File: src/rtl/sched_pkg.sv
// Shared types and action encodings for the timed event scheduler.
// Assumes a 4-bit action code; time width is set here once for all modules.
package sched_pkg;
    parameter int TIME_W = 16;
    parameter int CODE_W = 4;

    // One stored command.
    typedef struct packed {
        logic [TIME_W-1:0] t;
        logic [CODE_W-1:0] code;
        logic              tsel;
        logic              irq;
        logic              level;
    } cmd_t;

    localparam logic [CODE_W-1:0] CODE_TB_CLR = 4'd12;
    localparam logic [CODE_W-1:0] CODE_CONV   = 4'd13;
endpackage

File: src/rtl/cmd_store.sv
// Command store: valid bits plus entry storage, lowest-free-slot allocation.
// Assumes the freed slot (a valid one) never equals the allocated slot (a free one).
module cmd_store #(
    parameter int DEPTH = 8,
    localparam int IW = $clog2(DEPTH)
) (
    input  logic                 clk,
    input  logic                 rst_n,
    input  logic                 wr_en,
    input  sched_pkg::cmd_t      wr_cmd,
    input  logic                 free_en,
    input  logic [IW-1:0]        free_idx,
    output logic [DEPTH-1:0]     valid,
    output sched_pkg::cmd_t      ents [DEPTH],
    output logic                 full
);
    logic [IW-1:0] alloc;

    assign full = &valid;

    // Pick the lowest-numbered free slot.
    always_comb begin
        alloc = '0;
        for (int i = DEPTH - 1; i >= 0; i--) begin
            if (!valid[i]) alloc = IW'(i);
        end
    end

    // Track occupancy: set on accepted write, clear on execution.
    always_ff @(posedge clk) begin
        if (!rst_n) begin
            valid <= '0;
        end else begin
            if (free_en) valid[free_idx] <= 1'b0;
            if (wr_en && !full) valid[alloc] <= 1'b1;
        end
    end

    // Capture the command contents into the allocated slot.
    always_ff @(posedge clk) begin
        if (wr_en && !full) ents[alloc] <= wr_cmd;
    end


    full_drop_chk: assert property (@(posedge clk) disable iff (!rst_n)
        (full && wr_en && !free_en) |=> $stable(valid));


    freed_slot_chk: assert property (@(posedge clk) disable iff (!rst_n)
        free_en |=> !valid[$past(free_idx)]);


    write_lands_chk: assert property (@(posedge clk) disable iff (!rst_n)
        (wr_en && !full) |=> (valid != '0));
endmodule

File: src/rtl/scan_unit.sv
// Scan pointer and comparator: walks one slot per cycle, compares against
// timer snapshots taken at each pass start (the edge leaving the last slot).
// Assumes the snapshots reset to zero, so the first pass compares against time 0.
module scan_unit #(
    parameter int DEPTH = 8,
    localparam int IW = $clog2(DEPTH),
    localparam int TW = sched_pkg::TIME_W
) (
    input  logic                 clk,
    input  logic                 rst_n,
    input  logic [TW-1:0]        timer_a,
    input  logic [TW-1:0]        timer_b,
    input  logic [DEPTH-1:0]     valid,
    input  sched_pkg::cmd_t      ents [DEPTH],
    output logic                 hit,
    output logic [IW-1:0]        ptr,
    output sched_pkg::cmd_t      hit_cmd
);
    logic [TW-1:0] snap_a, snap_b, ref_t;
    logic          last_slot;

    assign last_slot = (ptr == IW'(DEPTH - 1));

    // Advance the pointer and refresh the snapshots at every pass boundary.
    always_ff @(posedge clk) begin
        if (!rst_n) begin
            ptr    <= '0;
            snap_a <= '0;
            snap_b <= '0;
        end else begin
            ptr <= last_slot ? '0 : ptr + 1'b1;
            if (last_slot) begin
                snap_a <= timer_a;
                snap_b <= timer_b;
            end
        end
    end

    // Exact-equality compare of the current slot against its chosen snapshot.
    always_comb begin
        hit_cmd = ents[ptr];
        ref_t   = hit_cmd.tsel ? snap_b : snap_a;
        hit     = valid[ptr] && (hit_cmd.t == ref_t);
    end


    snap_cadence_chk: assert property (@(posedge clk) disable iff (!rst_n)
        !$stable(snap_a) |-> ($past(ptr) == IW'(DEPTH - 1)));
endmodule

File: src/rtl/action_unit.sv
// Action decoder: turns a matched command into line, flag, strobe and
// interrupt outputs one cycle later. Assumes at most one hit per cycle.
module action_unit #(
    parameter int NLINES = 6,
    parameter int NFLAGS = 4
) (
    input  logic                 clk,
    input  logic                 rst_n,
    input  logic                 hit,
    input  sched_pkg::cmd_t      cmd,
    output logic [NLINES-1:0]    lines,
    output logic [NFLAGS-1:0]    flags,
    output logic                 tb_clr,
    output logic                 conv,
    output logic                 irq_exec,
    output logic                 irq_soft
);
    logic is_line, is_flag;

    // Classify the action code.
    always_comb begin
        is_line = (cmd.code[3] == 1'b0) && (int'(cmd.code[2:0]) < NLINES);
        is_flag = (cmd.code[3:2] == 2'b10) && (int'(cmd.code[1:0]) < NFLAGS);
    end

    // Apply the action and emit one-cycle strobes.
    always_ff @(posedge clk) begin
        if (!rst_n) begin
            lines    <= '0;
            flags    <= '0;
            tb_clr   <= 1'b0;
            conv     <= 1'b0;
            irq_exec <= 1'b0;
            irq_soft <= 1'b0;
        end else begin
            tb_clr   <= 1'b0;
            conv     <= 1'b0;
            irq_exec <= 1'b0;
            irq_soft <= 1'b0;
            if (hit) begin
                for (int i = 0; i < NLINES; i++) begin
                    if (is_line && cmd.code[2:0] == 3'(i)) lines[i] <= cmd.level;
                end
                for (int j = 0; j < NFLAGS; j++) begin
                    if (is_flag && cmd.code[1:0] == 2'(j)) flags[j] <= 1'b1;
                end
                if (cmd.code == sched_pkg::CODE_TB_CLR) tb_clr <= 1'b1;
                if (cmd.code == sched_pkg::CODE_CONV)   conv   <= 1'b1;
                irq_exec <= cmd.irq && (is_line || cmd.code == sched_pkg::CODE_TB_CLR
                                        || cmd.code == sched_pkg::CODE_CONV);
                irq_soft <= cmd.irq && is_flag;
            end
        end
    end


    one_irq_chk: assert property (@(posedge clk) disable iff (!rst_n)
        $onehot0({irq_exec, irq_soft}));


    irq_cause_chk: assert property (@(posedge clk) disable iff (!rst_n)
        (irq_exec || irq_soft) |-> $past(hit));


    flag_sticky_chk: assert property (@(posedge clk) disable iff (!rst_n)
        ((flags & $past(flags)) == $past(flags)));
endmodule

File: src/rtl/event_sched.sv
// Top of the timed event scheduler: store, scanner and action decoder.
// Assumes DEPTH is a power of two and the timers are synchronous to clk.
module event_sched #(
    parameter int DEPTH  = 8,
    parameter int NLINES = 6,
    parameter int NFLAGS = 4,
    localparam int IW = $clog2(DEPTH),
    localparam int TW = sched_pkg::TIME_W
) (
    input  logic              clk,
    input  logic              rst_n,
    input  logic              wr_en,
    input  logic [TW-1:0]     wr_time,
    input  logic [3:0]        wr_code,
    input  logic              wr_tsel,
    input  logic              wr_irq,
    input  logic              wr_level,
    input  logic [TW-1:0]     timer_a,
    input  logic [TW-1:0]     timer_b,
    output logic              store_full,
    output logic [NLINES-1:0] out_lines,
    output logic [NFLAGS-1:0] sw_flags,
    output logic              timer_b_clr,
    output logic              conv_start,
    output logic              irq_exec,
    output logic              irq_soft
);
    sched_pkg::cmd_t  wr_cmd, hit_cmd;
    sched_pkg::cmd_t  ents [DEPTH];
    logic [DEPTH-1:0] valid;
    logic             hit;
    logic [IW-1:0]    ptr;

    // Pack the write fields into one command word.
    always_comb begin
        wr_cmd = '{t: wr_time, code: wr_code, tsel: wr_tsel, irq: wr_irq, level: wr_level};
    end

    cmd_store #(.DEPTH(DEPTH)) u_store (
        .clk(clk), .rst_n(rst_n), .wr_en(wr_en), .wr_cmd(wr_cmd),
        .free_en(hit), .free_idx(ptr), .valid(valid), .ents(ents), .full(store_full)
    );

    scan_unit #(.DEPTH(DEPTH)) u_scan (
        .clk(clk), .rst_n(rst_n), .timer_a(timer_a), .timer_b(timer_b),
        .valid(valid), .ents(ents), .hit(hit), .ptr(ptr), .hit_cmd(hit_cmd)
    );

    action_unit #(.NLINES(NLINES), .NFLAGS(NFLAGS)) u_act (
        .clk(clk), .rst_n(rst_n), .hit(hit), .cmd(hit_cmd),
        .lines(out_lines), .flags(sw_flags), .tb_clr(timer_b_clr), .conv(conv_start),
        .irq_exec(irq_exec), .irq_soft(irq_soft)
    );
endmodule

File: config.mk
export PLATFORM = sky130hd
export DESIGN_NAME = event_sched
export DESIGN_NICKNAME = d
export VERILOG_FILES = /design/src/rtl/sched_pkg.sv /design/src/rtl/cmd_store.sv /design/src/rtl/scan_unit.sv /design/src/rtl/action_unit.sv /design/src/rtl/event_sched.sv
export SDC_FILE = /design/constraint.sdc
export NUM_CORES = 1
export LEC_CHECK = 0
export ABC_AREA = 1
export BUFFER_PORTS_ARGS = -buffer_cell sky130_fd_sc_hd__clkbuf_2
export CAP_MARGIN = 25
export CORE_MARGIN = 2
export CORE_UTILIZATION = 55
export CTS_BUF_LIST = sky130_fd_sc_hd__clkbuf_8
export DETAILED_ROUTE_END_ITERATION = 10
export PLACE_DENSITY = 0.83
export SLEW_MARGIN = 10
export SYNTH_ARGS = -nofsm -noshare
export SYNTH_HDL_FRONTEND = slang
export SYNTH_SLANG_ARGS = --single-unit
export TNS_END_PERCENT = 100
File: constraint.sdc
create_clock -name clk -period 3.1 [get_ports clk]
set_input_delay 0.155 -clock clk [delete_from_list [all_inputs] [get_ports clk]]
set_output_delay 0.155 -clock clk [all_outputs]
set_load 0.02 [all_outputs]
# Word level (Yosys, flattened, before mapping)
# Cells that the tools add are included.
[word_totals] inputBits=58 regBits=241 word_cells=149
[op_classes] mux=26 eq_ne=13 add_sub_neg=1 bitwise_logic=7 reduce_logical=36 n_lt_le_gt_ge=8
[op_table] op="bitwise mux 184 bit" n=1
[op_table] op="binary-select mux 23 bit (select 3 bit)" n=1
[op_table] op="demux 23 bit (select 3 bit)" n=1
[op_table] op="2-to-1 mux 23 bit" n=3
[op_table] op="2-to-1 mux 3 bit" n=8
[op_table] op="2-to-1 mux 8 bit" n=3
[op_table] op="AND reduction 2 bit" n=11
[op_table] op="logical AND 1 bit" n=18
[op_table] op="== test 16 bit" n=1
[op_table] op="2-to-1 mux 16 bit" n=1
[op_table] op="== test 3 bit, second input constant" n=3
[op_table] op="bitwise AND 8 bit" n=1
[op_table] op="== test 4 bit, second input constant" n=2
[op_table] op="greater-or-equal comparator 4 bit, second input constant" n=2
[op_table] op="less-than comparator 3 x 4 -> 1 bit, second input constant" n=2
[op_table] op="NOT 3 -> 4 bit" n=2
[op_table] op="NOT 8 bit" n=1
[op_table] op="bitwise OR 8 bit" n=1
[op_table] op="AND reduction 8 bit" n=1
[op_table] op="demux 1 bit (select 3 bit)" n=2
[op_table] op="== test 2 bit, second input constant" n=3
[op_table] op="== test 3 x 2 -> 1 bit, second input constant" n=2
[op_table] op="greater-or-equal comparator 3 x 1 -> 1 bit, second input constant" n=2
[op_table] op="2-to-1 mux 1 bit" n=5
[op_table] op="12 further kinds" n=14

# Longest topological paths before layout
# Gate-level depths: netlist of the first run.
[logic_depth] depth_word=14 depth_mapped=21 depth_no_buf=17

# Modules after synthesis
# From an unflattened synthesis of the first run, not the netlist that was laid out.
[unflattened] cells_unflattened=1034 hier_area_um2=10209.8
[modules_own_cells] module="cmd_store" area_each_um2=6022.0 cells_each=259 seq_area_each_um2=5685.5 n_inst=1
[modules_own_cells] module="scan_unit" area_each_um2=3616.0 cells_each=696 seq_area_each_um2=700.7 n_inst=1
[modules_own_cells] module="action_unit" area_each_um2=571.8 cells_each=79 seq_area_each_um2=280.3 n_inst=1

# Worst setup path after synthesis of the first run
# No wires, ideal clock.
[synth_path] kind="reg2reg" startpoint="register u_store.valid[1]" endpoint="register u_store.ents[0] (netlist name)" setup_ns=0.404 required_time_ns=2.696 path_stages_with_launch=7 arrival_time_ns=1.899 setup_slack_ns=0.797 period_less_slack_ns=2.303 cell_sequence="dfxtp_1 -> inv_1 -> nor3_1 -> nand2_1 -> nor3_1 -> inv_1 -> nor2_1"
[synth_between] elab_chain_cells=3
[synth_rtl] item="from (decl)" line_no="cmd_store.sv:13" source="output logic [DEPTH-1:0] valid,"
[synth_rtl] item="from (signal assigned)" line_no="cmd_store.sv:32" source="valid <= '0;"
[synth_rtl] item="from (signal, indexed assignment)" line_no="cmd_store.sv:34" source="if (free_en) valid[free_idx] <= 1'b0;"
[synth_rtl] item="from (signal, indexed assignment)" line_no="cmd_store.sv:35" source="if (wr_en && !full) valid[alloc] <= 1'b1;"
[synth_rtl] item="AND reduction 8 bit" line_no="cmd_store.sv:19" source="assign full = &valid;"
[synth_rtl] item="logical NOT 1 bit" line_no="cmd_store.sv:41" source="if (wr_en && !full) ents[alloc] <= wr_cmd;"
[synth_rtl] item="logical AND 1 bit" line_no="cmd_store.sv:41"
# No other way between the ends.
# A chain may end at the register's enable or synchronous reset.

# Final worst setup path of the first run
[layout_path] startpoint="register u_scan.ptr[0]" endpoint="register u_act.lines[2]"
[layout_between] elab_chain_cells=8 elab_cells_between_ends=15 cone_classes="1 x order compare; 2 x eq/ne; 6 x mux; 2 x bitwise; 4 x reduce/logical"
[layout_rtl] item="from (decl)" line_no="scan_unit.sv:16" source="output logic [IW-1:0] ptr,"
[layout_rtl] item="from (signal assigned)" line_no="scan_unit.sv:31" source="ptr <= last_slot ? '0 : ptr + 1'b1;"
[layout_rtl] item="NOT 3 -> 4 bit (implied by the code)" line_no="scan_unit.sv:41" source="hit_cmd = ents[ptr];"
[layout_rtl] item="binary-select mux 23 bit (select 3 bit)" line_no="scan_unit.sv:41"
[layout_rtl] item="2-to-1 mux 23 bit (implied by the code) (2 in series)" line_no="scan_unit.sv:41"
[layout_rtl] item="2-to-1 mux 16 bit, or another cell as far along" line_no="scan_unit.sv:42" source="ref_t = hit_cmd.tsel ? snap_b : snap_a;"
[layout_rtl] item="== test 16 bit or logical AND 1 bit (tied branches)" line_no="scan_unit.sv:43, action_unit.sv:22"
[layout_rtl] item="logical AND 1 bit, on equally long branches" line_no="scan_unit.sv:43, action_unit.sv:42"
[layout_rtl] item="AND reduction 2 bit (no source line)"
[layout_rtl] item="to (signal, indexed assignment)" line_no="action_unit.sv:42" source="if (is_line && cmd.code[2:0] == 3'(i)) lines[i] <= cmd.level;"
[layout_rtl] item="to (decl)" line_no="action_unit.sv:11" source="output logic [NLINES-1:0] lines,"
# Parallel ways exist; a longest one is shown, timed or not. The select of a mux whose other input is x is not followed.

==> flow_summary.html, run 1 <==
<table>
<tr><th>Metric</th><th>Value</th></tr>
<tr><th colspan="2">Power and ir drop</th></tr>
<tr><td>Power density over cell area</td><td>558 mW/mm²</td></tr>
<tr><td>Clk pwr share</td><td>37.3%</td></tr>
<tr><td>Switching Fraction</td><td>25.9%</td></tr>
<tr><td>Tot Pwr</td><td>7.09 mW</td></tr>
<tr><td>Switch Pwr</td><td>1.84 mW</td></tr>
<tr><td>Static power due to leakage</td><td>5.33 nW</td></tr>
<tr><td>Internal Dissipation</td><td>5.25 mW</td></tr>
<tr><td>Share of power burned in combinational logic</td><td>12.5%</td></tr>
<tr><td>Worst VDD drop</td><td>0.000258 V</td></tr>
<tr><td>Part of the power in registers</td><td>50.2%</td></tr>
<tr><th colspan="2">Routing</th></tr>
<tr><td>Routed via count</td><td>8358</td></tr>
<tr><td>Final antenna-violating net count</td><td>0</td></tr>
<tr><td>Per-cell via count in the routed design</td><td>5.34</td></tr>
<tr><td>Total DRC errors in the routed layout</td><td>0</td></tr>
<tr><td>Number of DRC violations after detailed-routing iteration 0</td><td>736</td></tr>
<tr><td>Routed wirelength normalized by instance count</td><td>17.1 µm</td></tr>
<tr><td>Final WL</td><td>26700 µm</td></tr>
<tr><td>TritonRoute pass-1 iters</td><td>6</td></tr>
<tr><th colspan="2">Final layout</th></tr>
<tr><td>Leading cell types in the layout, fill and taps excluded</td><td>sky130_fd_sc_hd__nand2_1, sky130_fd_sc_hd__nor2_1, sky130_fd_sc_hd__edfxtp_1</td></tr>
<tr><td>Multi-input gate area in the final layout</td><td>0.00327 mm²</td></tr>
<tr><td>Final Non-Filler Cells</td><td>1565</td></tr>
<tr><td>Final Util</td><td>67.2%</td></tr>
<tr><td>Area growth syn-to-layout</td><td>19.1%</td></tr>
<tr><td>Most common cell after layout, fill and taps aside</td><td>sky130_fd_sc_hd__nand2_1</td></tr>
<tr><td>Number of filler instances in the final layout</td><td>1359</td></tr>
<tr><td>Count of antenna diodes in the layout</td><td>0</td></tr>
<tr><td>Share of post-route cells with drive strength above 1</td><td>15.9%</td></tr>
<tr><td>Area taken by flip-flops and latches</td><td>0.00667 mm²</td></tr>
<tr><td>Net count of the finished layout</td><td>1341</td></tr>
<tr><th colspan="2">Critical path</th></tr>
<tr><td>Ordered cell list for the critical path</td><td>inv_4 -&gt; buf_4 -&gt; nor2_1 -&gt; o21ai_0 -&gt; nand2_1 -&gt; nand2_1 -&gt; nand2_1 -&gt; nand2_1 -&gt; nand2_1 -&gt; nor2_1 -&gt; nand2_1 -&gt; nor2_2 -&gt; buf_4 -&gt; nand4_1 -&gt; nand2_1 -&gt; nand2_1 -&gt; nor2_1</td></tr>
<tr><td>CP Data Arrival Time</td><td>3.22 ns</td></tr>
<tr><td>RR Startpoint</td><td>u_scan.ptr[0]$_SDFF_PP0_</td></tr>
<tr><td>Longest individual stage delay on the worst path</td><td>0.35 ns</td></tr>
<tr><td>Worst Path Required</td><td>3.57 ns</td></tr>
<tr><td>CP Capture Type</td><td>flip-flop</td></tr>
<tr><td>CP Launch Type</td><td>flip-flop</td></tr>
<tr><td>Worst reg2reg setup slack</td><td>0.36 ns</td></tr>
<tr><td>Critical path launch point</td><td>u_scan.ptr[0]$_SDFF_PP0_</td></tr>
<tr><td>Crit path kind</td><td>reg2reg</td></tr>
<tr><td>Cell repeated most along the worst path</td><td>sky130_fd_sc_hd__nand2_1</td></tr>
<tr><td>Slowest library cell on the worst path</td><td>sky130_fd_sc_hd__dfxtp_2</td></tr>
<tr><td>Crit Path Max Fanout</td><td>37</td></tr>
<tr><th colspan="2">STA</th></tr>
<tr><td>Transition time at the pin with the least slew margin</td><td>0.723 ns</td></tr>
<tr><td>Final setup skew</td><td>0.0227 ns</td></tr>
<tr><td>Final total negative setup slack</td><td>0 ns</td></tr>
<tr><td>Max Slew Vio Count</td><td>0</td></tr>
<tr><td>Shortest period the worst path allows</td><td>2.74 ns</td></tr>
<tr><td>Final setup viols</td><td>0</td></tr>
<tr><td>Final worst path period share</td><td>88.4%</td></tr>
<tr><td>Final Hold Vio Count</td><td>0</td></tr>
<tr><td>Worst max-slew margin expressed relative to the limit</td><td>51.7%</td></tr>
<tr><td>RSZ-0062 raised after global routing</td><td>no</td></tr>
<tr><td>Highest achievable clock rate</td><td>365 MHz</td></tr>
<tr><th colspan="2">CTS</th></tr>
<tr><td>CTS Sinks</td><td>241</td></tr>
<tr><td>Clock input transition at the sequential cells of the worst setup and hold paths</td><td>0.06 ns</td></tr>
<tr><td>Number of CTS-inserted buffers</td><td>38</td></tr>
<tr><td>Worst skew pair latency</td><td>0.54 ns</td></tr>
<tr><td>H-tree Lvls</td><td>2</td></tr>
<tr><td>Maximum buffer depth of the clock tree</td><td>3</td></tr>
<tr><td>Cell chosen for the clock root</td><td>sky130_fd_sc_hd__clkbuf_8</td></tr>
<tr><td>Clock tree from TritonCTS</td><td>built</td></tr>
<tr><th colspan="2">Synth</th></tr>
<tr><td>Post-synthesis sequential element count</td><td>241</td></tr>
<tr><td>Area of the mapped netlist</td><td>0.0107 mm²</td></tr>
<tr><td>Share of the synthesized area in the top cell type</td><td>51.8%</td></tr>
<tr><td>Biggest area contributors in the synthesized netlist</td><td>sky130_fd_sc_hd__edfxtp_1, sky130_fd_sc_hd__dfxtp_1, sky130_fd_sc_hd__nand2_1, sky130_fd_sc_hd__nor2_1, sky130_fd_sc_hd__inv_1</td></tr>
<tr><td>Synth warn</td><td>0</td></tr>
<tr><td>Post-synthesis instance total</td><td>1125</td></tr>
<tr><td>Library cell occupying the most area in the post-synthesis netlist</td><td>sky130_fd_sc_hd__edfxtp_1</td></tr>
<tr><td>Number of distinct standard cells referenced by the synthesized netlist</td><td>41</td></tr>
<tr><td>Total nets after synthesis</td><td>1185</td></tr>
<tr><td>Sequential element share of the synthesized area</td><td>62.5%</td></tr>
<tr><td>Synthesized area per cell</td><td>9.48 µm²</td></tr>
<tr><th colspan="2">Global routing</th></tr>
<tr><td>Total gr overflow</td><td>0</td></tr>
<tr><td>Antenna violations before repair</td><td>0</td></tr>
<tr><td>Total routing resource utilization after global routing</td><td>26.5%</td></tr>
<tr><td>Maximum number of pins on one net before global-route repair</td><td>64</td></tr>
<tr><td>First-pass GRT wire length</td><td>41700 µm</td></tr>
<tr><td>Vias in the first global route</td><td>8302</td></tr>
<tr><th colspan="2">Place</th></tr>
<tr><td># placed instances</td><td>1446</td></tr>
<tr><td>Global placer's final weighted congestion</td><td>0.972</td></tr>
<tr><td>Post-DP HPWL</td><td>16500 µm</td></tr>
<tr><td>Count of port buffers added during placement</td><td>72</td></tr>
<tr><th colspan="2">Floorplanning</th></tr>
<tr><td>Floorplan die height</td><td>143 µm</td></tr>
<tr><td>Placement Rows</td><td>50</td></tr>
<tr><td>Number of top-level pins</td><td>73</td></tr>
<tr><td>Floorplan core area</td><td>0.0189 mm²</td></tr>
<tr><td>X dimension of the die</td><td>143 µm</td></tr>
<tr><td>Initial core utilization</td><td>56.5%</td></tr>
<tr><td>Total die area</td><td>0.0205 mm²</td></tr>
<tr><th colspan="2">Min path</th></tr>
<tr><td>Min-delay worst type</td><td>in2reg</td></tr>
<tr><td>Hold path startpoint</td><td>wr_en</td></tr>
<tr><th colspan="2">Outcome</th></tr>
<tr><td>Result of the run</td><td>finished clean</td></tr>
<tr><th colspan="2">Job</th></tr>
<tr><td>Max-capacitance violation count</td><td>0</td></tr>
</table>
==> worst max-delay path: cells and delay by family (launching register included) <==
kind	cells	cell delay, ns
flip-flops	1	0.35
AO/OA/AOI/OAI	1	0.15
AND/OR/NAND/NOR	13	1.27
buffers and inverters	3	0.87
==> per-layer routing <==
metal / track usage, % / wire length (µm) / part of all wire (%)
met1: 33.2 / 10500 / 39
met5: 0 / 0 / 0
met3: 5.80 / 2520 / 9.4
met4: 10.6 / 839 / 3.1
met2: 45.0 / 12800 / 48
==> worst paths after layout <==
kind	end	cells past startpoint
min	u_store.valid[3]$_SDFF_PN0_	5
max reg2reg	u_act.lines[2]$_SDFFE_PN0P_	17
max	u_act.lines[2]$_SDFFE_PN0P_	17
min reg2reg	u_act.flags[0]$_SDFFE_PN0P_	2
==> cells by family (layout without fill, tap and decap cells) <==
kind of cell / count (synthesis) / count (layout) / synth area share, %
AO/OA/AOI/OAI: 137 / 137 / 7.03
adder cells (fa/ha/maj): 2 / 2 / 0.235
buffers and inverters: 167 / 347 / 7.05
flip-flops: 241 / 241 / 62.5
AND/OR/NAND/NOR: 578 / 578 / 23.2
==> state kept, by name, summed over array words and instances (netlist names) <==
| register | cells |
|---|---|
| u_act.conv | 1 |
| u_act.flags | 4 |
| u_act.irq_exec | 1 |
| u_act.irq_soft | 1 |
| u_act.lines | 6 |
| u_act.tb_clr | 1 |
| u_scan.ptr | 3 |
| u_scan.snap_a | 16 |
| u_scan.snap_b | 16 |
| u_store.ents | 184 |
| u_store.valid | 8 |
==> what timing repair did <==
item / CTS / global route
endpoints found under the setup margin: 0 / 13
buffers inserted: 0 / 0
hold endpoints to repair: 216 / 0
hold buffers: 55 / 0
resized for setup: 0 / 2
==> cell type report <==
| type | count | area share, % |
|---|---|---|
| inverter | 129 | 3.83 |
| timing repair buffer | 154 | 9.51 |
| multi-input combinational | 717 | 25.7 |
| clock inverter | 21 | 1.20 |
| sequential | 241 | 52.5 |
| tap | 260 | 2.56 |
| clock buffer | 43 | 4.66 |
==> stage by stage <==
step | hold WS [ns] | cell area (µm²) | setup slack, ns
2_1_floorplan | 0.254 | 10700 | 0.797
3_3_place_gp | 0.380 | 11400 | 0.349
3_5_place_dp | 0.391 | 11400 | 0.240
4_1_cts | 0.170 | 12700 | 0.207
5_1_grt | 0.222 | 12700 | 0.136
6_report | 0.190 | 12700 | 0.359
==> power by group through the flow <==
stage,combinational (mW),sequential [mW],clock (mW)
2_1_floorplan,0.571,3.61,0
3_3_place_gp,0.786,3.62,0
3_5_place_dp,0.804,3.62,0
4_1_cts,0.867,3.55,2.67
5_1_grt,0.982,3.56,2.81
6_report,0.887,3.55,2.65
==> synthesized netlist by cell type, drive strengths merged <==
master  number
nand2      303
nor2       205
edfxtp     184
inv        128
o21ai       86
dfxtp       57
a21oi       31
nand4       28
nand3       27
buf         24
clkbuf      14
a22oi        8
a22o         5
and3         5
nor3         5
nand3b       4
a221oi       2
ha           2
o22ai        2
a211oi       1
a21boi       1
clkinv       1
o211ai       1
or2          1
Power figures use the tool's default switching activity.
==> inputs of run 2 (changes only) <==
Settings changed: REMOVE_ABC_BUFFERS set to 1.
==> run 2 against run 1 <==
Via count rose by 0.12%; flip-flop and latch count did not move; sequential power barely moved; clock power rose by 2%; utilization barely moved; largest cell class unchanged.
==> flow_summary.html, run 2 (synthesized netlist as in run 1, its figures left out) <==
<table>
<tr><th>Metric</th><th>Value</th></tr>
<tr><th colspan="2">Outcome</th></tr>
<tr><td>Result of the run</td><td>finished clean</td></tr>
<tr><th colspan="2">CTS</th></tr>
<tr><td>H-tree Lvls</td><td>2</td></tr>
<tr><td>Worst skew pair latency</td><td>0.55 ns</td></tr>
<tr><td>Clock tree from TritonCTS</td><td>built</td></tr>
<tr><td>CTS Sinks</td><td>241</td></tr>
<tr><td>Cell chosen for the clock root</td><td>sky130_fd_sc_hd__clkbuf_8</td></tr>
<tr><td>Maximum buffer depth of the clock tree</td><td>3</td></tr>
<tr><td>Clock input transition at the sequential cells of the worst setup and hold paths</td><td>0.06 ns</td></tr>
<tr><td>Post-CTS setup buffer count</td><td>0</td></tr>
<tr><td>Number of CTS-inserted buffers</td><td>39</td></tr>
<tr><th colspan="2">Final layout</th></tr>
<tr><td>Final Non-Filler Cells</td><td>1571</td></tr>
<tr><td>Regs by FF count</td><td>u_store.ents x184, u_scan.snap_a x16, u_scan.snap_b x16</td></tr>
<tr><td>Register with the most flip-flops</td><td>u_store.ents</td></tr>
<tr><td>Most common cell after layout, fill and taps aside</td><td>sky130_fd_sc_hd__nand2_1</td></tr>
<tr><td>Leading cell types in the layout, fill and taps excluded</td><td>sky130_fd_sc_hd__nand2_1, sky130_fd_sc_hd__nor2_1, sky130_fd_sc_hd__edfxtp_1</td></tr>
<tr><td>Max FFs per register</td><td>184</td></tr>
<tr><td>Count of antenna diodes in the layout</td><td>0</td></tr>
<tr><td>Final Util</td><td>67.3%</td></tr>
<tr><td>Net count of the finished layout</td><td>1344</td></tr>
<tr><td>Area growth syn-to-layout</td><td>19.2%</td></tr>
<tr><td>Share of post-route cells with drive strength above 1</td><td>15.9%</td></tr>
<tr><td>Total non-filler cell area in the finished layout</td><td>0.0127 mm²</td></tr>
<tr><th colspan="2">Floorplanning</th></tr>
<tr><td>Placement Rows</td><td>50</td></tr>
<tr><td>Initial core utilization</td><td>56.5%</td></tr>
<tr><td>Number of top-level pins</td><td>73</td></tr>
<tr><td>Floorplan die height</td><td>143 µm</td></tr>
<tr><td>Floorplan core area</td><td>0.0189 mm²</td></tr>
<tr><td>X dimension of the die</td><td>143 µm</td></tr>
<tr><td>Total die area</td><td>0.0205 mm²</td></tr>
<tr><th colspan="2">Global routing</th></tr>
<tr><td>Antenna violations before repair</td><td>0</td></tr>
<tr><td>First-pass GRT wire length</td><td>40500 µm</td></tr>
<tr><td>Vias in the first global route</td><td>8260</td></tr>
<tr><td>Total gr overflow</td><td>0</td></tr>
<tr><td>Maximum number of pins on one net before global-route repair</td><td>44</td></tr>
<tr><td>Total routing resource utilization after global routing</td><td>25.7%</td></tr>
<tr><th colspan="2">Place</th></tr>
<tr><td>Place WS</td><td>0.251 ns</td></tr>
<tr><td>Global placer's final weighted congestion</td><td>0.913</td></tr>
<tr><td>Count of port buffers added during placement</td><td>72</td></tr>
<tr><td>Placed instance area</td><td>0.0114 mm²</td></tr>
<tr><td>Post-DP HPWL</td><td>16400 µm</td></tr>
<tr><td># placed instances</td><td>1448</td></tr>
<tr><th colspan="2">STA</th></tr>
<tr><td>Final worst path period share</td><td>93.1%</td></tr>
<tr><td>RSZ-0062 raised after global routing</td><td>no</td></tr>
<tr><td>Worst max-slew margin expressed relative to the limit</td><td>52.5%</td></tr>
<tr><td>Final setup viols</td><td>0</td></tr>
<tr><td>Final Hold Vio Count</td><td>0</td></tr>
<tr><td>Highest achievable clock rate</td><td>346 MHz</td></tr>
<tr><td>Transition time at the pin with the least slew margin</td><td>0.712 ns</td></tr>
<tr><td>Final setup skew</td><td>0.0191 ns</td></tr>
<tr><td>Max Slew Vio Count</td><td>0</td></tr>
<tr><td>Final total negative setup slack</td><td>0 ns</td></tr>
<tr><td>Worst setup margin</td><td>0.213 ns</td></tr>
<tr><td>Final Hold Slack</td><td>0.175 ns</td></tr>
<tr><td>Shortest period the worst path allows</td><td>2.89 ns</td></tr>
<tr><th colspan="2">Critical path</th></tr>
<tr><td>CP Capture Type</td><td>flip-flop</td></tr>
<tr><td>Crit Path Max Fanout</td><td>14</td></tr>
<tr><td>CP Data Arrival Time</td><td>3.35 ns</td></tr>
<tr><td>CP Launch Type</td><td>flip-flop</td></tr>
<tr><td>Worst Path Required</td><td>3.56 ns</td></tr>
<tr><td>Reg2Reg Depth</td><td>17</td></tr>
<tr><td>Crit path kind</td><td>reg2reg</td></tr>
<tr><th colspan="2">Power and ir drop</th></tr>
<tr><td>Worst VDD drop</td><td>0.000287 V</td></tr>
<tr><td>Tot Pwr</td><td>7.14 mW</td></tr>
<tr><td>Power density over cell area</td><td>562 mW/mm²</td></tr>
<tr><td>Static power due to leakage</td><td>5.35 nW</td></tr>
<tr><th colspan="2">Routing</th></tr>
<tr><td>TritonRoute pass-1 iters</td><td>5</td></tr>
<tr><td>Total DRC errors in the routed layout</td><td>0</td></tr>
<tr><td>Routed wirelength normalized by instance count</td><td>16.6 µm</td></tr>
<tr><td>Per-cell via count in the routed design</td><td>5.33</td></tr>
<tr><td>Final antenna-violating net count</td><td>0</td></tr>
<tr><td>Final WL</td><td>26100 µm</td></tr>
<tr><td>Number of DRC violations after detailed-routing iteration 0</td><td>851</td></tr>
<tr><td>Routed via count</td><td>8368</td></tr>
<tr><th colspan="2">Min path</th></tr>
<tr><td>Min-delay worst type</td><td>in2reg</td></tr>
<tr><td>Worst hold path cell count</td><td>7</td></tr>
<tr><th colspan="2">Job</th></tr>
<tr><td>Max-capacitance violation count</td><td>0</td></tr>
</table>
## run 2: worst paths after layout
path	start	end	slack (ns)
setup reg to reg	u_scan.ptr[2]$_SDFF_PP0_	u_act.lines[2]$_SDFFE_PN0P_	0.21
hold reg to reg	u_act.flags[1]$_SDFFE_PN0P_	u_act.flags[1]$_SDFFE_PN0P_	0.46
setup / recovery	u_scan.ptr[2]$_SDFF_PP0_	u_act.lines[2]$_SDFFE_PN0P_	0.21
hold / removal	wr_en	u_store.valid[5]$_SDFF_PN0_	0.18
## run 2: metal layers
| layer | global-route usage [%] | vias up | routed length (µm) |
|---|---|---|---|
| met4 | 12.2 | 0 | 989 |
| met3 | 5.30 | 85 | 2400 |
| li1 | - | 4012 | - |
| met1 | 31.6 | 3840 | 10100 |
| met2 | 43.6 | 431 | 12600 |
| met5 | 0 | - | 0 |
## run 2: power by group
group	total, mW	switching (mW)	internal, mW
clock network	2.70	1.21	1.49
registers	3.56	0.0320	3.53
logic	0.882	0.596	0.286
## run 2: timing repair
| action | in CTS | in global routing |
|---|---|---|
| hold buffers | 55 | 0 |
| endpoints found under the hold margin | 216 | 0 |
| resized for setup | 0 | 2 |
| endpoints found under the setup margin | 0 | 8 |
## run 2: area by class of cell
cell class | instances | area, µm²
Sequential cell | 241 | 6670
Fill cell | 1368 | 6180
Multi-Input combinational cell | 717 | 3270
Timing Repair Buffer | 156 | 1190
Clock buffer | 45 | 619
Inverter | 129 | 487
Tap cell | 260 | 325
Clock inverter | 23 | 153
## run 2: worst max-delay path, cell delays in order, from the launching register on
cell and delay (ns):
sky130_fd_sc_hd__dfxtp_1 0.60, sky130_fd_sc_hd__inv_2 0.22, sky130_fd_sc_hd__nand3_2 0.22, sky130_fd_sc_hd__inv_2 0.17, sky130_fd_sc_hd__nand2_1 0.09, sky130_fd_sc_hd__nand2_1 0.05
sky130_fd_sc_hd__nor2_1 0.33, sky130_fd_sc_hd__nand2_1 0.12, sky130_fd_sc_hd__nand3_2 0.09, sky130_fd_sc_hd__nand2_1 0.05, sky130_fd_sc_hd__nor2_1 0.10, sky130_fd_sc_hd__nand2_1 0.07
sky130_fd_sc_hd__nor2_2 0.10, sky130_fd_sc_hd__buf_4 0.21, sky130_fd_sc_hd__nand4_1 0.14, sky130_fd_sc_hd__nand2_1 0.09, sky130_fd_sc_hd__nand2_1 0.05, sky130_fd_sc_hd__nor2_1 0.12
==> inputs of run 3 (changes only) <==
Settings changed: ABC_AREA 1 to not set, CTS_CLUSTER_DIAMETER set to 150, HOLD_SLACK_MARGIN set to 0.02.
==> run 3 against run 2 <==
Sequential share of layout area up 3.1 points; cell count shrank 31%; via count shrank 23%; critical path type unchanged; worst hold slack lost 0.072 ns; combinational power shrank 23%.
==> flow_summary.html, run 3 <==
<table>
<tr><th>Metric</th><th>Value</th></tr>
<tr><th colspan="2">STA</th></tr>
<tr><td>Transition time at the pin with the least slew margin</td><td>1.01 ns</td></tr>
<tr><td>Highest achievable clock rate</td><td>332 MHz</td></tr>
<tr><td>Final setup viols</td><td>0</td></tr>
<tr><td>Worst max-slew margin expressed relative to the limit</td><td>33.0%</td></tr>
<tr><td>Final worst path period share</td><td>97.2%</td></tr>
<tr><td>Final setup skew</td><td>0.0157 ns</td></tr>
<tr><td>Max Slew Vio Count</td><td>0</td></tr>
<tr><td>Final Hold Vio Count</td><td>0</td></tr>
<tr><td>RSZ-0062 raised after global routing</td><td>no</td></tr>
<tr><td>Shortest period the worst path allows</td><td>3.01 ns</td></tr>
<tr><th colspan="2">Synth</th></tr>
<tr><td>Ranking of synthesized cells by instance count</td><td>sky130_fd_sc_hd__edfxtp_1, sky130_fd_sc_hd__mux2i_1, sky130_fd_sc_hd__dfxtp_1</td></tr>
<tr><td>Leading register cell type out of synthesis</td><td>sky130_fd_sc_hd__edfxtp_1</td></tr>
<tr><td>Biggest area contributors in the synthesized netlist</td><td>sky130_fd_sc_hd__edfxtp_1, sky130_fd_sc_hd__dfxtp_1, sky130_fd_sc_hd__mux4_2, sky130_fd_sc_hd__mux2i_1, sky130_fd_sc_hd__nor2b_1</td></tr>
<tr><td>Share of synthesized flip-flops with an asynchronous set or reset</td><td>0%</td></tr>
<tr><td>Most common cell in the netlist</td><td>sky130_fd_sc_hd__edfxtp_1</td></tr>
<tr><td>EDFF count, synth</td><td>184</td></tr>
<tr><td>Library cell occupying the most area in the post-synthesis netlist</td><td>sky130_fd_sc_hd__edfxtp_1</td></tr>
<tr><td>Area of the mapped netlist</td><td>0.00996 mm²</td></tr>
<tr><td>Sequential element share of the synthesized area</td><td>66.9%</td></tr>
<tr><td>Share of the synthesized area in the top cell type</td><td>55.5%</td></tr>
<tr><td>Number of distinct standard cells referenced by the synthesized netlist</td><td>63</td></tr>
<tr><td>Post-synthesis instance total</td><td>661</td></tr>
<tr><td>Synthesized area per cell</td><td>15.1 µm²</td></tr>
<tr><td>Synth warn</td><td>0</td></tr>
<tr><td>Post-synthesis sequential element count</td><td>241</td></tr>
<tr><th colspan="2">CTS</th></tr>
<tr><td>CTS Sinks</td><td>241</td></tr>
<tr><td>Clock input transition at the sequential cells of the worst setup and hold paths</td><td>0.07 ns</td></tr>
<tr><td>Worst skew pair latency</td><td>0.54 ns</td></tr>
<tr><td>Maximum buffer depth of the clock tree</td><td>3</td></tr>
<tr><td>Clock tree from TritonCTS</td><td>built</td></tr>
<tr><td>Cell chosen for the clock root</td><td>sky130_fd_sc_hd__clkbuf_8</td></tr>
<tr><td>Number of CTS-inserted buffers</td><td>37</td></tr>
<tr><td>H-tree Lvls</td><td>2</td></tr>
<tr><th colspan="2">Final layout</th></tr>
<tr><td>Register with the most flip-flops</td><td>u_store.ents</td></tr>
<tr><td>Regs by FF count</td><td>u_store.ents x184, u_scan.snap_a x16, u_scan.snap_b x16</td></tr>
<tr><td>Final Util</td><td>67.3%</td></tr>
<tr><td>Area growth syn-to-layout</td><td>20.6%</td></tr>
<tr><td>Area taken by flip-flops and latches</td><td>0.00667 mm²</td></tr>
<tr><td>Multi-input gate area in the final layout</td><td>0.00313 mm²</td></tr>
<tr><td>Most common cell after layout, fill and taps aside</td><td>sky130_fd_sc_hd__edfxtp_1</td></tr>
<tr><td>Total non-filler cell area in the finished layout</td><td>0.0120 mm²</td></tr>
<tr><td>Number of filler instances in the final layout</td><td>1137</td></tr>
<tr><td>Net count of the finished layout</td><td>884</td></tr>
<tr><td>Leading cell types in the layout, fill and taps excluded</td><td>sky130_fd_sc_hd__edfxtp_1, sky130_fd_sc_hd__clkbuf_2, sky130_fd_sc_hd__mux2i_1</td></tr>
<tr><td>Final Non-Filler Cells</td><td>1082</td></tr>
<tr><td>Share of post-route cells with drive strength above 1</td><td>25.0%</td></tr>
<tr><td>Max FFs per register</td><td>184</td></tr>
<tr><th colspan="2">Power and ir drop</th></tr>
<tr><td>Tot Pwr</td><td>6.62 mW</td></tr>
<tr><td>Clk pwr share</td><td>36.2%</td></tr>
<tr><td>Switching Fraction</td><td>24.1%</td></tr>
<tr><td>Power density over cell area</td><td>551 mW/mm²</td></tr>
<tr><td>Static power due to leakage</td><td>4.22 nW</td></tr>
<tr><td>Share of power burned in combinational logic</td><td>10.2%</td></tr>
<tr><td>Worst VDD drop</td><td>0.000368 V</td></tr>
<tr><td>Switch Pwr</td><td>1.59 mW</td></tr>
<tr><td>Internal Dissipation</td><td>5.02 mW</td></tr>
<tr><td>Part of the power in registers</td><td>53.6%</td></tr>
<tr><th colspan="2">Floorplanning</th></tr>
<tr><td>Initial core utilization</td><td>55.8%</td></tr>
<tr><td>Placement Rows</td><td>49</td></tr>
<tr><td>X dimension of the die</td><td>139 µm</td></tr>
<tr><td>Floorplan core area</td><td>0.0178 mm²</td></tr>
<tr><td>Floorplan die height</td><td>139 µm</td></tr>
<tr><td>Number of top-level pins</td><td>73</td></tr>
<tr><td>Total die area</td><td>0.0192 mm²</td></tr>
<tr><th colspan="2">Global routing</th></tr>
<tr><td>Antenna violations before repair</td><td>1</td></tr>
<tr><td>Maximum number of pins on one net before global-route repair</td><td>58</td></tr>
<tr><td>Total gr overflow</td><td>0</td></tr>
<tr><td>Vias in the first global route</td><td>6603</td></tr>
<tr><td>Total routing resource utilization after global routing</td><td>24.0%</td></tr>
<tr><td>First-pass GRT wire length</td><td>36200 µm</td></tr>
<tr><th colspan="2">Routing</th></tr>
<tr><td>Final WL</td><td>23100 µm</td></tr>
<tr><td>Routed via count</td><td>6425</td></tr>
<tr><td>Per-cell via count in the routed design</td><td>5.94</td></tr>
<tr><td>Routed wirelength normalized by instance count</td><td>21.4 µm</td></tr>
<tr><td>Final antenna-violating net count</td><td>0</td></tr>
<tr><td>Total DRC errors in the routed layout</td><td>0</td></tr>
<tr><td>Number of DRC violations after detailed-routing iteration 0</td><td>710</td></tr>
<tr><td>TritonRoute pass-1 iters</td><td>6</td></tr>
<tr><th colspan="2">Critical path</th></tr>
<tr><td>CP delay by family, top</td><td>simple AND/OR/NAND/NOR gates</td></tr>
<tr><td>CP Data Arrival Time</td><td>3.43 ns</td></tr>
<tr><td>Slowest library cell on the worst path</td><td>sky130_fd_sc_hd__dfxtp_2</td></tr>
<tr><td>Crit Path Max Fanout</td><td>18</td></tr>
<tr><td>Worst Path Required</td><td>3.52 ns</td></tr>
<tr><td>RR Startpoint</td><td>u_scan.ptr[0]$_SDFF_PP0_</td></tr>
<tr><td>Crit path kind</td><td>reg2reg</td></tr>
<tr><td>Ordered cell list for the critical path</td><td>mux2_2 -&gt; o22a_1 -&gt; buf_12 -&gt; and3_1 -&gt; o21ai_0 -&gt; nand4_1 -&gt; nor4_4 -&gt; nand3_4 -&gt; o41a_1</td></tr>
<tr><td>Longest individual stage delay on the worst path</td><td>0.44 ns</td></tr>
<tr><td>Worst reg2reg setup slack</td><td>0.09 ns</td></tr>
<tr><td>Buffers plus inverters on the worst setup path</td><td>1</td></tr>
<tr><td>CP Launch Type</td><td>flip-flop</td></tr>
<tr><td>Critical path launch point</td><td>u_scan.ptr[0]$_SDFF_PP0_</td></tr>
<tr><td>CP Capture Type</td><td>flip-flop</td></tr>
<tr><th colspan="2">Outcome</th></tr>
<tr><td>Result of the run</td><td>finished clean</td></tr>
<tr><th colspan="2">Job</th></tr>
<tr><td>Max-capacitance violation count</td><td>0</td></tr>
<tr><th colspan="2">Min path</th></tr>
<tr><td>Min-delay worst type</td><td>in2reg</td></tr>
<tr><td>Hold path startpoint</td><td>wr_en</td></tr>
<tr><th colspan="2">Place</th></tr>
<tr><td># placed instances</td><td>958</td></tr>
<tr><td>Placed instance area</td><td>0.0108 mm²</td></tr>
<tr><td>Global placer's final weighted congestion</td><td>0.828</td></tr>
<tr><td>Post-DP HPWL</td><td>14100 µm</td></tr>
<tr><td>Count of port buffers added during placement</td><td>72</td></tr>
</table>
-- run 3: changes by cell type in the layout (fill, tap and decap cells not counted), sizes merged, moves of 11 or more --
| cell | change |
|---|---|
| a21oi | -19 |
| inv | -112 |
| mux2 | +13 |
| mux2i | +58 |
| mux4 | +26 |
| nand2 | -260 |
| nand3 | -12 |
| nand4 | -17 |
| nor2 | -192 |
| nor2b | +37 |
| o21ai | -64 |
| or3 | +11 |
-- run 3: area by class of cell --
| type | instances | area share (%) |
|---|---|---|
| multi-input cells | 376 | 26.1 |
| diodes | 1 | 0.0208 |
| flip-flops and latches | 241 | 55.5 |
| inverters | 8 | 0.250 |
| well taps | 229 | 2.38 |
| clock inverters | 27 | 0.979 |
| repair buffers | 160 | 10.2 |
| clock buffers | 40 | 4.58 |
-- run 3: power by group through the flow --
stage	Sequential (mW)	Combinational [mW]	Clock [mW]
floorplan	3.64	0.325	0
global placement	3.61	0.575	0
detailed placement	3.61	0.599	0
CTS	3.55	0.657	2.43
global route	3.55	0.724	2.58
finish	3.55	0.676	2.39
-- run 3: kinds of logic (layout without fill, tap and decap cells) --
| kind of cell | count (synthesis) | in the layout | share of synthesized area (%) |
|---|---|---|---|
| compound gates | 95 | 95 | 6.73 |
| xor+xnor | 3 | 3 | 0.264 |
| fa+ha+maj | 2 | 2 | 0.251 |
| buf+inv | 44 | 235 | 2.21 |
| other cells | 0 | 1 | 0 |
| flops | 241 | 241 | 66.9 |
| mux | 97 | 97 | 13.3 |
| simple gates | 179 | 179 | 10.3 |
-- run 3: path summary, 6_finish.rpt --
kind / end / depth (start not counted)
hold reg to reg: u_act.flags[2]$_SDFFE_PN0P_ / 2
setup / recovery: u_store.valid[7]$_SDFF_PN0_ / 9
setup reg to reg: u_store.valid[7]$_SDFF_PN0_ / 9
hold / removal: u_store.valid[0]$_SDFF_PN0_ / 3
-- run 3: repair_timing --
action / in CTS / in global routing
endpoints found under the setup margin: 0 / 18
buffers inserted: 0 / 1
gates resized for setup: 0 / 7
hold endpoints to repair: 216 / 0
hold buffers: 55 / 0
-- run 3: worst reg2reg max path, cell delays in order (launching register included) --
cell and delay (ns):
sky130_fd_sc_hd__dfxtp_2 0.44, sky130_fd_sc_hd__mux2_2 0.40, sky130_fd_sc_hd__o22a_1 0.32, sky130_fd_sc_hd__buf_12 0.19, sky130_fd_sc_hd__and3_1 0.17, sky130_fd_sc_hd__o21ai_0 0.21, sky130_fd_sc_hd__nand4_1 0.19, sky130_fd_sc_hd__nor4_4 0.38
sky130_fd_sc_hd__nand3_4 0.24, sky130_fd_sc_hd__o41a_1 0.36
-- run 3: stage by stage --
stage / hold slack [ns] / TNS (ns) / worst slack, ns
finish: 0.103 / 0 / 0.0877
global route: 0.0873 / 0 / 0.00559
CTS: 0.0682 / 0 / 0.0516
detailed placement: 0.422 / 0 / 0.0790
global placement: 0.413 / 0 / 0.194
floorplan: 0.254 / -36.74 / -1.05
-- run 3: routing by layer --
layer	vias to the layer above	routed length (µm)	GRT usage, %
met4	0	731	9.83
met2	323	11200	40.3
met1	3119	9350	31.1
met3	67	1830	4.70
li1	2916	-	-
met5	-	0	0
